File: src/rtl/rsv_lru_pkg.sv
package rsv_lru_pkg;
  typedef enum logic {
    FILL_PRIVATE = 1'b0,
    FILL_SHARED  = 1'b1
  } fill_kind_e;
endpackage

File: src/rtl/rsv_age_promote.sv
// Moves one way to age 0 (most recent); ways that were younger age by one.
module rsv_age_promote #(
  parameter int WAYS = 8,
  localparam int AW = $clog2(WAYS)
) (
  input  logic [WAYS*AW-1:0] ages_in,
  input  logic [AW-1:0]      way,
  output logic [WAYS*AW-1:0] ages_out
);
  logic [AW-1:0] pivot;

  always_comb begin
    pivot = ages_in[way*AW +: AW];
    for (int i = 0; i < WAYS; i++) begin
      if (AW'(i) == way)
        ages_out[i*AW +: AW] = '0;
      else if (ages_in[i*AW +: AW] < pivot)
        ages_out[i*AW +: AW] = ages_in[i*AW +: AW] + AW'(1);
      else
        ages_out[i*AW +: AW] = ages_in[i*AW +: AW];
    end
  end
endmodule

File: src/rtl/rsv_victim_pick.sv
// Oldest way among the eligible ones; all ways if none is eligible.
module rsv_victim_pick #(
  parameter int WAYS = 8,
  localparam int AW = $clog2(WAYS)
) (
  input  logic [WAYS*AW-1:0] ages,
  input  logic [WAYS-1:0]    elig,
  output logic [AW-1:0]      way
);
  logic [WAYS-1:0] cand;
  logic [AW-1:0]   best_age;
  logic            found;

  always_comb begin
    cand     = (elig == '0) ? '1 : elig;
    way      = '0;
    best_age = '0;
    found    = 1'b0;
    for (int i = 0; i < WAYS; i++) begin
      if (cand[i] && (!found || ages[i*AW +: AW] > best_age)) begin
        found    = 1'b1;
        best_age = ages[i*AW +: AW];
        way      = AW'(i);
      end
    end
  end
endmodule

File: src/rtl/rsv_lru_victim.sv
module rsv_lru_victim
  import rsv_lru_pkg::*;
#(
  parameter int WAYS = 8,
  parameter int SETS = 16,
  localparam int AW = $clog2(WAYS),
  localparam int SW = $clog2(SETS)
) (
  input  logic            clk,
  input  logic            rst,
  input  logic            fill_req,
  input  logic [SW-1:0]   fill_set,
  input  logic            fill_shared,
  input  logic            touch_en,
  input  logic [SW-1:0]   touch_set,
  input  logic [AW-1:0]   touch_way,
  input  logic            mask_wr_en,
  input  logic [SW-1:0]   mask_wr_set,
  input  logic [WAYS-1:0] mask_wr_data,
  output logic            victim_valid,
  output logic [AW-1:0]   victim_way,
  output logic            mask_wr_reject
);
  logic [WAYS*AW-1:0] age_q  [SETS];
  logic [WAYS-1:0]    mask_q [SETS];

  logic [WAYS-1:0]    fill_mask;
  logic [WAYS-1:0]    elig;
  logic [AW-1:0]      pick_way;
  logic [WAYS*AW-1:0] fill_ages;
  logic [WAYS*AW-1:0] touch_ages;
  logic               touch_apply;
  logic               wr_full;
  fill_kind_e         kind;

  assign fill_mask   = mask_q[fill_set];
  assign kind        = fill_kind_e'(fill_shared);
  assign elig        = (kind == FILL_SHARED) ? '1 : ~fill_mask;
  assign touch_apply = touch_en && !(fill_req && (fill_set == touch_set));
  assign wr_full     = &mask_wr_data;

  rsv_victim_pick #(.WAYS(WAYS)) pick_i (
    .ages (age_q[fill_set]),
    .elig (elig),
    .way  (pick_way)
  );

  rsv_age_promote #(.WAYS(WAYS)) fill_upd_i (
    .ages_in  (age_q[fill_set]),
    .way      (pick_way),
    .ages_out (fill_ages)
  );

  rsv_age_promote #(.WAYS(WAYS)) touch_upd_i (
    .ages_in  (age_q[touch_set]),
    .way      (touch_way),
    .ages_out (touch_ages)
  );

  always_ff @(posedge clk) begin
    if (rst) begin
      victim_valid   <= 1'b0;
      victim_way     <= '0;
      mask_wr_reject <= 1'b0;
      for (int s = 0; s < SETS; s++) begin
        mask_q[s] <= '0;
        for (int w = 0; w < WAYS; w++)
          age_q[s][w*AW +: AW] <= AW'(w);
      end
    end else begin
      victim_valid   <= fill_req;
      mask_wr_reject <= mask_wr_en && wr_full;
      if (fill_req) begin
        victim_way      <= pick_way;
        age_q[fill_set] <= fill_ages;
      end
      if (touch_apply)
        age_q[touch_set] <= touch_ages;
      if (mask_wr_en && !wr_full)
        mask_q[mask_wr_set] <= mask_wr_data;
    end
  end
endmodule

File: config.mk
export PLATFORM = sky130hd
export DESIGN_NAME = rsv_lru_victim
export DESIGN_NICKNAME = d
export VERILOG_FILES = /design/src/rtl/rsv_lru_pkg.sv /design/src/rtl/rsv_age_promote.sv /design/src/rtl/rsv_victim_pick.sv /design/src/rtl/rsv_lru_victim.sv
export SDC_FILE = /design/constraint.sdc
export NUM_CORES = 1
export LEC_CHECK = 0
export CAP_MARGIN = 30
export CORE_ASPECT_RATIO = 1.4
export CORE_MARGIN = 2
export CORE_UTILIZATION = 60
export DETAILED_ROUTE_END_ITERATION = 12
export GPL_ROUTABILITY_DRIVEN = 0
export HOLD_SLACK_MARGIN = 0.06
export PLACE_DENSITY = 0.77
export SETUP_SLACK_MARGIN = 0.1
export SLEW_MARGIN = 20
export SYNTH_ARGS = -nofsm -noshare
export SYNTH_HDL_FRONTEND = slang
export SYNTH_SLANG_ARGS = --single-unit
File: constraint.sdc
create_clock -name clk -period 21 [get_ports clk]
set_clock_uncertainty 0.15 [all_clocks]
set_input_delay 4.2 -clock clk [delete_from_list [all_inputs] [get_ports clk]]
set_output_delay 4.2 -clock clk [all_outputs]
set_load 0.01 [all_outputs]
# After elaboration in Yosys (flattened, before gate mapping)
# Memory sizes are Yosys's and may differ from the RTL's.
# Index checks and enable logic that the tools add are counted.
# totals
mem_bits_rw,512
n_memories,2
inputBits,29
reg_bits,5
output_inout_bits,5
wordCells,173
# memory_table
memory,depth,width,rd,rd_ports_with_merged_regs,wr,line,source
age_q,16,24,2,0,16,rsv_lru_victim.sv:24,logic [WAYS*AW-1:0] age_q [SETS];
mask_q,16,8,1,0,16,rsv_lru_victim.sv:25,logic [WAYS-1:0] mask_q [SETS];
# classes
n_lt_le_gt_ge,23
n_bitwise,1
shifts,2
mux,75
n_eq_ne,15
n_addsub,16
multipliers,2
reduce_logical,34
# ops
operator,count
2-to-1 mux 3 bit,43
adder 3 x 1 -> 3 bit (second input constant),16
less-than comparator 3 bit,16
2-to-1 mux 24 bit,2
OR reduction 24 bit,2
variable part select 24 x 6 -> 3 bit,2
equality test 3 bit (first input constant),8
2-to-1 mux 8 bit,3
2-to-1 mux 1 bit,22
greater-than comparator 3 bit,7
equality test 2 x 3 -> 1 bit (first input constant),4
2-to-1 mux 4 bit,3
logical AND 1 bit,11
multiplier 3 x 2 -> 5 bit (second input constant),2
logical NOT 1 bit,9
logical NOT 8 bit,1
NOT 8 bit,1
AND reduction 8 bit,1
OR reduction 8 bit,1
logical OR 1 bit,7
equality test 1 x 3 -> 1 bit (first input constant),2
logical NOT 3 bit,2
equality test 4 bit,1
2-to-1 mux 2 bit,2

# Logic depth before layout (Yosys ltp)
# Gate-level depths: netlist (run 1).
# An unclocked memory read counts as a cell.
# depth
depth_word,40
mapped_depth,85
ltp_nobuf,79

# Hierarchy
# From an unflattened synthesis (run 1), not the netlist that was laid out.
# unflattened
hier_cells,2305
hier_area_um2,32059.5
# modules_own_cells
mod,n_inst,area_per_inst_um2,seq_area_each_um2,cells_per_inst
rsv_lru_victim,1,28367.2,15474.8,1830
rsv_age_promote,2,1267.5,0.0,157
rsv_victim_pick,1,1157.4,0.0,161

# Worst setup path before layout (run 1)
# OpenSTA, ideal clock, no wires.
# synth_timing
path_type,input to register
from,input fill_set[0]
to,memory age_q[10][8] (netlist name) (data pin)
t_arrival_ns,18.832
setup_slack_ns,1.743
path_stages,80
required_time_ns,20.576
n_path_buf,10
setup_time_ns,0.274
path_cell_list,buf_6 buf_8 buf_2 buf_2 buf_2 buf_4 buf_2 mux4_2 mux2i_1 nand2_1 o21ai_0 inv_1 ha_1 a21o_1 a21oi_1 a31oi_1 nor4bb_1 a211oi_4 [... 44 more ...] nor2b_1 o21a_1 o21ai_0 o41ai_2 o311ai_4 and2_4 nand2_2 nor3_1 a221o_1 o21ai_0 a21o_1 ha_1 or4b_2 o21ai_1 xnor2_1 nand2_1 buf_2 o22ai_1
# synth_lines
element,line,source
from (decl),rsv_lru_victim.sv:12,"input logic [SW-1:0] fill_set,"
to (decl),rsv_lru_victim.sv:24,

==> impl_results.md, run 1 <==
* Worst endpoint data arrival time at 20.17 ns
* Synthesized area at 0.0310 mm2
* Critical path buffers and inverters at 6
* # fillers at 3569
* Worst-path clk slew at 0.07 ns
* Pin count of the biggest net entering global routing at 61
* Row cnt at 98
* Drt first pass iters at 7
* Hold Fails Final Rpt at 0
* 1st-iter DRT viols at 3786
* Total wire length at 107 mm
* Post-route cell area at 0.0337 mm2
* Hold Path Class: reg2reg
* Post-CTS Hold Buffers at 0
* Synth cell types at 86
* Syn_area_per_cell at 14.0 um2
* Worst-Margin Slew at 1.13 ns
* Fin crit share at 94.6%
* Grt ovf at 0
* Worst Path Max Fanout at 35
* Htree depth at 2
* Area grow syn2layout at 8.72%
* Dominant synthesized flop cell: edfxtp_1
* Residual DRC at 0
* Max cap viols at 0
* Initial Util at 60.8%
* Total CTS buffers at 50
* Global-route wire length before repair at 154 mm
* Number of enable flip-flop cells after synthesis at 512
* Crit path max-delay family: compound AO/OA/AOI/OAI gates
* Die width at 196 um
* I/O Buffers at 33
* Relative slew slack at 24.7%
* All-Layer GR Usage at 40.5%
* Vias post-DR at 23427
* Slowest CP cell: and3_1
* Skew-Pair Late Insertion Delay at 0.64 ns
* Via density per instance at 8.19
* Layout cell share with drive strength beyond 1 at 26.4%
* Crit path largest cell delay at 0.44 ns
* Max Clock Freq at 50.3 MHz
* Setup total negative slack at 0 ns
* Final setup violation count at 0
* Max Root-Sink Buffers at 3
* Max Slew Vio Count at 0
* CTS tree: done
* Wire per inst at 37.3 um
* Detailed placer's ending HPWL at 66.7 mm
* Crit Path Category: in2reg
* CTS Root Cell: clkbuf_16
* Syn_nets at 2308
* Required time of the critical path at 21.30 ns
* CP endpoint kind: flip-flop
* Detail Route Antenna Nets at 0
* Die area at 0.0535 mm2
* Final #Nets at 2266
* Ys async rst share at 0%
* Antenna violations before repair at 0
* Die H at 273 um
* Register area share after synthesis at 49.9%
* Synthesized instance count at 2210
* Cell Area, Placed at 0.0318 mm2
* Status: complete, no violations
* Synth warn at 0
* Synthesized flop and latch total at 517
* Final min period at 19.87 ns
* Core Region at 0.0510 mm2
* Vias in the first global route at 23789
* RSZ-0062 raised after global routing: no
* Startpoint types: input port
* Top Ports at 34
* CTS Sinks at 517
[registers in the layout, indices dropped and copies added (netlist names)]
| register | cells |
|---|---|
| victim_way | 3 |
| mask_wr_reject | 1 |
| mask_q | 128 |
| victim_valid | 1 |
| age_q | 384 |
[final timing paths]
| check | start | endpoint | slack [ns] | depth (start not counted) |
|---|---|---|---|---|
| hold reg to reg | victim_way[0] | victim_way[0] | 0.34 | 2 |
| setup / recovery | fill_set[1] | age_q[15][23] | 1.13 | 75 |
| setup reg to reg | mask_q[2][3] | age_q[15][23] | 4.77 | 74 |
| hold / removal | victim_way[0] | victim_way[0] | 0.34 | 2 |
[cells in the final DEF, fill, tap and decap left out, types with 9 or more instances in the layout]
cell type | synthesis | final
xor2_1 | 11 | 11
ha_1 | 69 | 69
clkdlybuf4s50_1 | 0 | 24
nand2_1 | 115 | 111
a22oi_1 | 176 | 176
nand2b_1 | 21 | 21
nor2b_1 | 11 | 10
buf_4 | 7 | 72
mux4_2 | 273 | 273
or3_1 | 20 | 19
nand3_1 | 24 | 24
o21a_1 | 13 | 13
and2_1 | 134 | 133
clkinv_2 | 0 | 10
a22oi_2 | 20 | 20
mux2i_1 | 10 | 10
a21oi_1 | 29 | 29
or2_2 | 20 | 20
nor3_2 | 1 | 11
edfxtp_1 | 512 | 512
a21o_1 | 9 | 9
clkbuf_1 | 135 | 10
o22ai_1 | 192 | 192
nor2_2 | 3 | 11
mux2_2 | 26 | 26
nor2_1 | 79 | 70
xnor2_1 | 13 | 13
inv_1 | 32 | 32
o21ai_0 | 31 | 31
clkbuf_16 | 0 | 51
[metal layers]
metal,vias to the layer above,GRT usage (%),wire length [um]
met5,-,0.903,49
met4,2,31.8,11000
met3,808,14.9,17200
met2,2370,61.6,48000
met1,11202,46.4,30600
li1,9045,-,-
[cells by family (layout without fill, tap and decap cells)]
group,count (synthesis),after routing,share of synthesized area [%]
buf+inv,241,238,3.45
compound gates,562,562,13.6
simple gates,485,485,8.28
flops,517,517,49.9
other cells,0,3,0
mux,312,312,21.2
xor+xnor,24,24,0.678
fa+ha+maj,69,69,2.79
[cell usage after synthesis (all sizes together) (7+ instances only)]
cell	count	area share (%)
or2	20	0.40
nand2b	21	0.42
a21o	9	0.22
mux4	273	20
mux2i	10	0.32
o21ai	44	0.81
a21oi	29	0.47
a31oi	13	0.41
o22ai	192	3.9
nor2	82	1.0
nand2	121	1.5
mux2	29	1.1
nor3	19	0.32
inv	32	0.39
o31ai	8	0.19
a22oi	196	5.1
clkbuf	135	1.6
nand4	7	0.14
nand3	24	0.39
buf	74	1.4
and2	135	2.7
edfxtp	512	50
o21a	13	0.31
or3	20	0.40
xor2	11	0.31
xnor2	13	0.37
a2111oi	7	0.27
a211oi	8	0.25
nor2b	11	0.22
ha	69	2.8
[repair_timing]
item / CTS / global route
gates resized for setup: 0 / 23
setup endpoints to repair: 0 / 384
setup buffers: 0 / 6
hold endpoints to repair: 0 / 0
[metrics by stage]
step | cells | worst slack (ns) | util, % | hold WS (ns)
after global placement | 2753 | 0.678 | 62.3 | 0.338
after CTS | 2848 | 0.616 | 65.5 | 0.344
after global routing | 2857 | 0.148 | 66.0 | 0.377
final | 2860 | 1.13 | 66.1 | 0.341
after detailed placement | 2757 | 0.000350 | 62.4 | 0.334
after floorplan | 2210 | 1.74 | - | 0.353
[worst reg2reg max path, delay by kind of cell, from the launching register on]
kind / cells / cell delay (ns)
buffers and inverters: 5 / 0.48
AOI/OAI and AO/OA: 34 / 6.38
xor gates and xnor gates: 1 / 0.20
adders and majority gates: 8 / 2.40
muxes: 7 / 1.99
and+or+nand+nor: 19 / 4.15
DFF: 1 / 0.33
[cell type report]
class	instances	area, um2	share of cell area, %
diodes	3	7.51	0.0223
clock buffers	61	1310	3.90
clock inverters	30	303	0.899
inverters	32	120	0.356
multi-input cells	1452	14600	43.4
flip-flops and latches	517	15500	45.9
well taps	650	813	2.41
repair buffers	115	1040	3.10
Power of run 1 is not shown: default switching activity piles up to over one toggle a cycle in this logic, so the estimate is an artifact.
==> run 2, diff against run 1 <==
- PLACE_DENSITY: 0.77 -> 0.75
==> run 2 against run 1 <==
The run now ends with DRC left. Non-clock buffer count shrank 1. Via count fell by 2.1%. Utilization is 0.26 points lower. Hold slack worse by 0.0067 ns. Register-to-register slack got worse by 0.11 ns. Sequential share of layout area rose by 0.18 points. Global-route usage fell by 1.3 points. Routed wire length decreased by 2.7%. Cell count shrank 0.28%.
==> impl_results.md, run 2 (synthesized netlist as in run 1, its figures left out) <==
* Most Frequent Cell on Critical Path: ha_1
* Worst endpoint data arrival time at 20.06 ns (-0.11 ns)
* 1st-iter DRT viols at 3919 (+3.5%)
* Area grow syn2layout at 8.30%
* CTS Sinks at 517 (unchanged)
* Via density per instance at 8.05 (-1.8%)
* # fillers at 3580 (+0.31%)
* Hold Path Class: reg2reg
* Die H at 273 um (unchanged)
* Residual DRC at 1 (+1)
* Cell Area, Placed at 0.0317 mm2 (-0.26%)
* Core Region at 0.0510 mm2 (unchanged)
* Layout cell share with drive strength beyond 1 at 25.7% (-0.62 points)
* Hold Fails Final Rpt at 0 (unchanged)
* Fin cells at 2852 (-0.28%)
* Post-CTS Hold Buffers at 0 (unchanged)
* Max Clock Freq at 50.3 MHz (-0.11%)
* Wire per inst at 36.4 um (-2.4%)
* Post-route cell area at 0.0336 mm2 (-0.39%)
* Status: finished with violations
* I/O Buffers at 33 (unchanged)
* Max Slew Vio Count at 0 (unchanged)
* Row cnt at 98 (unchanged)
* CP endpoint kind: flip-flop
* Detailed placer's ending HPWL at 66.7 mm (about the same)
* Worst-path clk slew at 0.07 ns (about the same)
* Fin crit share at 94.7% (+0.10 points)
* Initial Util at 60.8% (unchanged)
* Most frequent cells in the layout: edfxtp_1 (512), mux4_2 (273), o22ai_1 (192), a22oi_1 (176), and2_1 (132)
* Antenna violations before repair at 1 (+1)
* Largest Register: age_q
* Crit Path Category: in2reg
* # diodes at 0 (-3)
* Pin count of the biggest net entering global routing at 57 (-6.6%)
* Final min period at 19.90 ns (+0.0209 ns)
* Setup ws final at 1.10 ns (-0.0209 ns)
* Drt first pass iters at 10 (+3)
* CTS Root Cell: clkbuf_16
* Relative slew slack at 24.6% (-0.052 points)
* RSZ-0062 raised after global routing: no
* Total CTS buffers at 48 (-4.0%)
* Crit path largest cell delay at 0.80 ns (+0.36 ns)
* Final setup violation count at 0 (unchanged)
* Final #Nets at 2263 (-0.13%)
* Failing checks: DRC
* Htree depth at 2 (unchanged)
* Max Root-Sink Buffers at 3 (unchanged)
* Die width at 196 um (unchanged)
* Largest regs: age_q x384, mask_q x128, victim_way x3
* Global-route wire length before repair at 150 mm (-2.4%)
* Grt ovf at 0 (unchanged)
* Most frequent standard cell in the layout excluding fill and tap cells: edfxtp_1
* Max cap viols at 0 (unchanged)
* Required time of the critical path at 21.16 ns (-0.14 ns)
* Total wire length at 104 mm (-2.7%)
* Area occupied by multi-input gates at 0.0146 mm2 (-0.11%)
* Detail Route Antenna Nets at 0 (unchanged)
* Max reg flops at 384 (unchanged)
* Worst-Margin Slew at 1.13 ns (+0.00272 ns)
* All-Layer GR Usage at 39.2% (-1.3 points)
* Worst slack at placement at -0.408 ns (-0.408 ns)
* CTS tree: done
* Skew-Pair Late Insertion Delay at 0.61 ns (-0.03 ns)
* Die area at 0.0535 mm2 (unchanged)
* Worst Path Max Fanout at 36 (+2.9%)
* Slowest CP cell: nor4b_2
* Placed cells at 2752 (-0.18%)
* Top Ports at 34 (unchanged)
* Register Area at 0.0155 mm2 (unchanged)
* Vias post-DR at 22945 (-2.1%)
* Startpoint types: input port
* Setup total negative slack at 0 ns (unchanged)
* Vias in the first global route at 23179 (-2.6%)
## run 2: cell types whose count changed in the layout (fill, tap and decap cells not counted), sizes merged
cell,before,now
dlymetal6s2s,1,0
inv,34,35
clkdlybuf4s50,24,25
clkbuf,62,60
clkinvlp,4,0
bufinv,5,3
clkinv,19,21
diode,3,0
## run 2: timing repair
action,in CTS,in global routing
gates resized for setup,0,31
endpoints found under the setup margin,0,384
buffers inserted,0,10
## run 2: through the flow
step,util (%),hold WS [ns]
floorplan,-,0.353
global placement,62.2,0.336
detailed placement,62.2,0.330
CTS,65.2,0.338
global route,65.8,0.371
finish,65.8,0.334
## run 2: worst max-delay path, delay by kind of cell
family / cells / cell delay, ns
simple gates: 20 / 5.02
mux: 6 / 1.99
buf+inv: 6 / 1.17
xor+xnor: 1 / 0.08
compound gates: 31 / 5.44
fa+ha+maj: 8 / 2.09
## run 2: routing by layer
layer | vias up | track usage (%) | routed length [um]
met3 | 606 | 12.0 | 15000
met2 | 2162 | 62.7 | 48700
met1 | 11163 | 45.9 | 31200
li1 | 9014 | - | -
met4 | 0 | 26.6 | 9130
met5 | - | 0 | 0
## run 2: area by class of cell
cell class | count | area share [%]
clock buffers | 60 | 3.71
repair buffers | 114 | 3.13
well taps | 650 | 2.42
multi-input cells | 1452 | 43.5
inverters | 32 | 0.358
flip-flops and latches | 517 | 46.1
clock inverters | 27 | 0.768
## run 2: final timing paths
| kind | startpoint | endpoint | slack [ns] | depth (start not counted) |
|---|---|---|---|---|
| worst min-delay path | victim_way[0] | victim_way[0] | 0.33 | 2 |
| worst max-delay path | fill_set[2] | age_q[2][8] | 1.10 | 72 |
| worst max register to register | mask_q[6][3] | age_q[2][8] | 4.66 | 73 |
| worst min register to register | victim_way[0] | victim_way[0] | 0.33 | 2 |
Power of run 2 is left out for the same reason.
